[config.mk]
export PLATFORM = sky130hd
export DESIGN_NAME = pwl_sine_ddfs
export DESIGN_NICKNAME = d
export VERILOG_FILES = /design/src/rtl/pwl_sine_pkg.sv /design/src/rtl/pwl_phase_acc.sv /design/src/rtl/pwl_seg_decode.sv /design/src/rtl/pwl_slope_eval.sv /design/src/rtl/pwl_sine_ddfs.sv
export SDC_FILE = /design/constraint.sdc
export NUM_CORES = 1
export LEC_CHECK = 0
export BUFFER_PORTS_ARGS = -buffer_cell sky130_fd_sc_hd__buf_2
export CAP_MARGIN = 10
export CORE_MARGIN = 5
export CORE_UTILIZATION = 30
export DETAILED_ROUTE_END_ITERATION = 8
export GPL_ROUTABILITY_DRIVEN = 0
export HOLD_SLACK_MARGIN = 0.05
export PLACE_DENSITY_LB_ADDON = 0.12
export SYNTH_ARGS = -nofsm -noshare
export SYNTH_HDL_FRONTEND = slang
export SYNTH_SLANG_ARGS = --single-unit
[constraint.sdc]
create_clock -name clk -period 6.7 [get_ports clk]
set_clock_uncertainty 0.15 [all_clocks]
set_input_delay 1.005 -clock clk [delete_from_list [all_inputs] [get_ports clk]]
set_output_delay 1.005 -clock clk [all_outputs]
set_load 0.05 [all_outputs]
[src/rtl/pwl_sine_pkg.sv]
package pwl_sine_pkg;

  localparam int NSEG   = 6;   // pieces in the quarter wave
  localparam int NTERM  = 2;   // shift-add terms per slope
  localparam int PFX_W  = 4;   // longest prefix length
  localparam int LEN_W  = 3;
  localparam int RSH_W  = 4;
  localparam int BASE_W = 12;
  localparam int REF_QW = 10;  // quarter index width the table is tuned for
  localparam int REF_AW = 12;  // output width the table is tuned for
  localparam int FRAC   = 2;   // slope fraction pre-scale (term = 4d >> r)
  localparam int SEL_W  = $clog2(NSEG);

  typedef enum logic [1:0] {
    TERM_OFF = 2'd0,
    TERM_ADD = 2'd1,
    TERM_SUB = 2'd2
  } term_op_e;

  typedef struct packed {
    term_op_e         op;
    logic [RSH_W-1:0] rsh;
  } term_t;

  typedef struct packed {
    logic [PFX_W-1:0]  pfx;
    logic [LEN_W-1:0]  len;
    logic [BASE_W-1:0] base;
    term_t [NTERM-1:0] terms;
  } seg_t;

  localparam seg_t SEG_TAB [NSEG] = '{
    '{pfx: 4'd0,  len: 3'd2, base: 12'd0,
      terms: '{'{TERM_SUB, 4'd2}, '{TERM_ADD, 4'd0}}},
    '{pfx: 4'd1,  len: 3'd2, base: 12'd783,
      terms: '{'{TERM_ADD, 4'd3}, '{TERM_ADD, 4'd1}}},
    '{pfx: 4'd2,  len: 3'd2, base: 12'd1447,
      terms: '{'{TERM_SUB, 4'd4}, '{TERM_ADD, 4'd1}}},
    '{pfx: 4'd6,  len: 3'd3, base: 12'd1891,
      terms: '{'{TERM_SUB, 4'd6}, '{TERM_ADD, 4'd2}}},
    '{pfx: 4'd14, len: 3'd4, base: 12'd2008,
      terms: '{'{TERM_SUB, 4'd6}, '{TERM_ADD, 4'd3}}},
    '{pfx: 4'd15, len: 3'd4, base: 12'd2037,
      terms: '{'{TERM_ADD, 4'd7}, '{TERM_ADD, 4'd5}}}
  };

endpackage

[src/rtl/pwl_phase_acc.sv]
module pwl_phase_acc #(
  parameter int PHASE_W = 16
) (
  input  logic               clk,
  input  logic               rst,
  input  logic [PHASE_W-1:0] fcw,
  output logic [PHASE_W-1:0] phase
);

  always_ff @(posedge clk) begin
    if (rst) phase <= '0;
    else     phase <= phase + fcw;
  end

endmodule

[src/rtl/pwl_seg_decode.sv]
module pwl_seg_decode
  import pwl_sine_pkg::*;
(
  input  logic [PFX_W-1:0] lead,
  output logic [NSEG-1:0]  hit,
  output logic [SEL_W-1:0] sel
);

  for (genvar g = 0; g < NSEG; g++) begin : g_match
    localparam int LEN_G = int'(SEG_TAB[g].len);
    assign hit[g] = (lead[PFX_W-1 -: LEN_G] == SEG_TAB[g].pfx[LEN_G-1:0]);
  end

  // longest matching prefix wins
  always_comb begin
    logic [LEN_W-1:0] best_len;
    best_len = '0;
    sel      = '0;
    for (int g = 0; g < NSEG; g++) begin
      if (hit[g] && (SEG_TAB[g].len > best_len)) begin
        best_len = SEG_TAB[g].len;
        sel      = SEL_W'(g);
      end
    end
  end

endmodule

[src/rtl/pwl_slope_eval.sv]
module pwl_slope_eval
  import pwl_sine_pkg::*;
#(
  parameter int QW    = 10,
  parameter int AMP_W = 12
) (
  input  logic [QW-1:0]    x,
  input  logic [SEL_W-1:0] sel,
  output logic [AMP_W-2:0] mag
);

  localparam int LS  = FRAC + AMP_W - REF_AW;
  localparam int RS0 = QW - REF_QW;
  localparam int WW  = QW + LS;
  localparam int SW  = AMP_W + 1;

  logic [LEN_W-1:0]  cur_len;
  logic [BASE_W-1:0] cur_base;
  term_t [NTERM-1:0] cur_terms;
  logic [QW-1:0]     d;
  logic [WW-1:0]     wide;
  logic signed [SW-1:0] contrib [NTERM];
  logic signed [SW-1:0] sum;

  always_comb begin
    cur_len   = SEG_TAB[0].len;
    cur_base  = SEG_TAB[0].base;
    cur_terms = SEG_TAB[0].terms;
    for (int g = 1; g < NSEG; g++) begin
      if (sel == SEL_W'(g)) begin
        cur_len   = SEG_TAB[g].len;
        cur_base  = SEG_TAB[g].base;
        cur_terms = SEG_TAB[g].terms;
      end
    end
  end

  // distance into the piece: drop the prefix bits
  assign d    = x & ((QW'(1) << (QW - int'(cur_len))) - QW'(1));
  assign wide = WW'(d) << LS;

  for (genvar t = 0; t < NTERM; t++) begin : g_term
    logic [WW-1:0] shifted;
    assign shifted = wide >> (int'(cur_terms[t].rsh) + RS0);
    always_comb begin
      unique case (cur_terms[t].op)
        TERM_ADD: contrib[t] = $signed(SW'(shifted));
        TERM_SUB: contrib[t] = -$signed(SW'(shifted));
        default:  contrib[t] = '0;
      endcase
    end
  end

  always_comb begin
    sum = $signed(SW'(cur_base) << (AMP_W - REF_AW));
    for (int t = 0; t < NTERM; t++) sum = sum + contrib[t];
  end

  assign mag = sum[AMP_W-2:0];

endmodule

[src/rtl/pwl_sine_ddfs.sv]
module pwl_sine_ddfs
  import pwl_sine_pkg::*;
#(
  parameter int PHASE_W = 16,
  parameter int MAP_W   = 12,
  parameter int AMP_W   = 12
) (
  input  logic                    clk,
  input  logic                    rst,
  input  logic [PHASE_W-1:0]      fcw,
  output logic signed [AMP_W-1:0] amp
);

  localparam int QW = MAP_W - 2;

  logic [PHASE_W-1:0] acc;
  logic [1:0]         quad;
  logic [QW-1:0]      pq;
  logic [QW-1:0]      x;
  logic [NSEG-1:0]    hit;
  logic [SEL_W-1:0]   sel;
  logic [AMP_W-2:0]   mag;
  logic signed [AMP_W-1:0] mag_s;
  logic signed [AMP_W-1:0] amp_n;

  pwl_phase_acc #(.PHASE_W(PHASE_W)) u_acc (
    .clk   (clk),
    .rst   (rst),
    .fcw   (fcw),
    .phase (acc)
  );

  // quadrant fold: mirror odd quadrants, negate the upper half
  assign quad = acc[PHASE_W-1 -: 2];
  assign pq   = acc[PHASE_W-3 -: QW];
  assign x    = quad[0] ? ~pq : pq;

  pwl_seg_decode u_dec (
    .lead (x[QW-1 -: PFX_W]),
    .hit  (hit),
    .sel  (sel)
  );

  pwl_slope_eval #(.QW(QW), .AMP_W(AMP_W)) u_eval (
    .x   (x),
    .sel (sel),
    .mag (mag)
  );

  assign mag_s = $signed({1'b0, mag});
  assign amp_n = quad[1] ? -mag_s : mag_s;

  always_ff @(posedge clk) begin
    if (rst) amp <= '0;
    else     amp <= amp_n;
  end

  // both registers cleared after a reset edge
  a_r1_reset_clear: assert property (@(posedge clk) disable iff (rst)
    $past(rst) |-> (amp == '0 && acc == '0));

  // phase advances by the frequency word
  a_r2_acc_step: assert property (@(posedge clk) disable iff (rst)
    !$past(rst) |-> acc == $past(acc + fcw));

  // exactly one piece matches
  a_r5_one_piece: assert property (@(posedge clk) disable iff (rst)
    $onehot(hit));

  // most negative code never produced
  a_r6_no_overflow: assert property (@(posedge clk) disable iff (rst)
    amp != {1'b1, {(AMP_W-1){1'b0}}});

  // sign follows the upper-half bit of the previous phase
  a_r7_sign_half: assert property (@(posedge clk) disable iff (rst)
    (!$past(rst) && amp != '0) |-> amp[AMP_W-1] == $past(acc[PHASE_W-1]));

  // a held phase gives a held sample
  a_r8_hold: assert property (@(posedge clk) disable iff (rst)
    (!$past(rst) && $past(fcw) == '0 && $stable(acc)) |=> $stable(amp));

endmodule

==> out/qor.yml <==
synthArstFlopShare: 0
tritoncts: "done"
htreeDepth: 1
drtIter0Drc: 221
grt_overflow_total: 0
clk_latency_ns: 0.27
crit_arrival_ns: 6.23
routed_wl_um: 10580
syn_nets: 547
top_usage_layer: "met2"
ys_seq_area_frac: 0.1474
ant_nets: 0
drc_errors: 0
cp_max_fo: 11
syn_area_um2: 3802
drive_above_1_share: 0.1598
setup_viol: 0
ys_types: 74
fmax_mhz: 162.0
fp.dieH_um: 122.6
io_buffers: 29
vias_per_cell: 5.050
report.final.slew_viol_count: 0
syn_inst: 490
numClockSinks: 28
diodes: 0
grt_max_degree: 39
synth_seq_cells: 28
fin_crit_ns: 6.172
path_clk_slew_ns: 0.07
timing.final.ws_setup_ns: 0.5278
cts_setup_buffers: 0
synth_edf_count: 0
layout_common_cells: "60 x nor2_1, 42 x inv_1, 29 x nand2_1, 29 x buf_2, 28 x dfxtp_1"
cts_buffers: 3
status: "finished clean"
grt_pass1_wl_um: 17570
synth_largest_area_cell: "dfxtp_1"
syn_to_final_growth_pct: 11.78
firstDrtPassIters: 5
core_area_um2: 12520
via_count: 3459
cts_hold_buf: 0
criticalPathCategory: "flop to flop"
setup-tns-final_ns: 0
place_ws_ns: 0.5984
cts-root-buf: "clkbuf_16"
grt_pass1_vias: 3450
gr-usage-met2: 0.2515
fin_util: 0.3396
synth_top_area_share: 0.1474
maxSlewHeadroom: 0.4369
period_share: 0.9212
start_util: 0.3038
cts_buffer_depth: 2
min_path_type: "flop to flop"
rsz0062_at_grt: "false"
critPathLaunchType: "flop"
syn_avg_cell_area_um2: 7.760
dieWidth_um: 122.6
io_pins: 30
met1_usage: 0.1923
final_nets: 571
cts_resized: 0
critPathCaptureType: "flop"
routedWlPerCell_um: 15.44
grt.total_usage: 0.1449
ys.flop_type: "dfxtp_1"
rows: 41
yosys_warnings: 0
required_ns: 6.76
final_common_cell: "nor2_1"
fill_cells: 1395
max_cap_violations: 0
final-hold-violation-count: 0
worst_pin_slew_ns: 0.8340
synth_area_leaders: "dfxtp_1 15%, ha_1 8.9%, fa_1 6.3%, nor2_1 5.9%, xnor2_1 5.1%"
antenna_found_initial: 0
hpwl_um: 8640
dieArea_um2: 15030
met3_usage: 0.02304
## worst max-delay path, stage by stage (launching register included)
cell	delay (ns)
dfxtp_1	0.52
nor2b_4	0.21
a21oi_1	0.10
buf_4	0.16
ha_1	0.41
inv_1	0.11
a311o_1	0.35
a22oi_1	0.32
a211oi_4	0.07
or2_2	0.33
nor4_4	0.20
nor2_1	0.08
xor2_1	0.16
fa_1	0.54
inv_1	0.04
ha_1	0.34
and3_1	0.17
a22oi_1	0.28
and2b_1	0.18
xor2_1	0.30
nand4_1	0.15
or4b_2	0.64
a21o_1	0.20
o21ai_1	0.11
## metal layers
metal / up-vias / part of all wire
met4: 0 / 0.014
met1: 1619 / 0.48
met2: 67 / 0.48
li1: 1758 / -
met5: - / 0
met3: 15 / 0.030
## logic make-up after synthesis
group                    Yosys count  share of synthesized area
AO/OA/AOI/OAI                    128                     0.2432
XOR/XNOR                          36                    0.08292
adder cells (fa/ha/maj)           39                     0.1520
buffers and inverters             68                    0.07667
flip-flops                        28                     0.1474
multiplexers                      25                    0.07371
AND/OR/NAND/NOR                  166                     0.2241
## synth_stat cells (all sizes together), types with 6 or more instances
cell type	count
nand2b	11
xnor2	22
ha	27
a21oi	28
nand2	29
or2	6
buf	12
mux2	8
mux2i	16
nor3	15
a21o	13
nor2	60
o22ai	9
dfxtp	28
nand4	6
clkbuf	13
o21ai	28
fa	12
xor2	14
and3	6
nor2b	15
inv	42
## sequential cells by signal (all words and copies together) (netlist names)
name and count:
amp 12, u_acc.phase 16
## cell type report
class | instances | area, um2 | share of cell area
repair buffers | 44 | 257.7 | 0.06064
clock inverters | 1 | 30.03 | 0.007065
clock buffers | 3 | 75.07 | 0.01766
flip-flops and latches | 28 | 560.5 | 0.1319
inverters | 43 | 161.4 | 0.03797
multi-input cells | 394 | 2950 | 0.6941
well taps | 172 | 215.2 | 0.05063
## worst paths after layout
| check | cells after the start | slack [ns] | start | endpoint |
|---|---|---|---|---|
| setup reg to reg | 23 | 0.53 | u_acc.phase[12] | amp[10] |
| hold reg to reg | 2 | 0.41 | u_acc.phase[0] | u_acc.phase[0] |
| setup / recovery | 23 | 0.53 | u_acc.phase[12] | amp[10] |
| hold / removal | 2 | 0.41 | u_acc.phase[0] | u_acc.phase[0] |
## stage by stage
stage,cells,instance area (um2),hold slack [ns]
finish,685,4250,0.4115
global route,685,4250,0.4311
CTS,685,4250,0.4167
detailed placement,681,4145,0.4048
global placement,681,4145,0.3869
floorplan,490,3802,0.3366
Power is not shown: default switching activity piles up to over one toggle a cycle in this logic, so the estimate is an artifact.
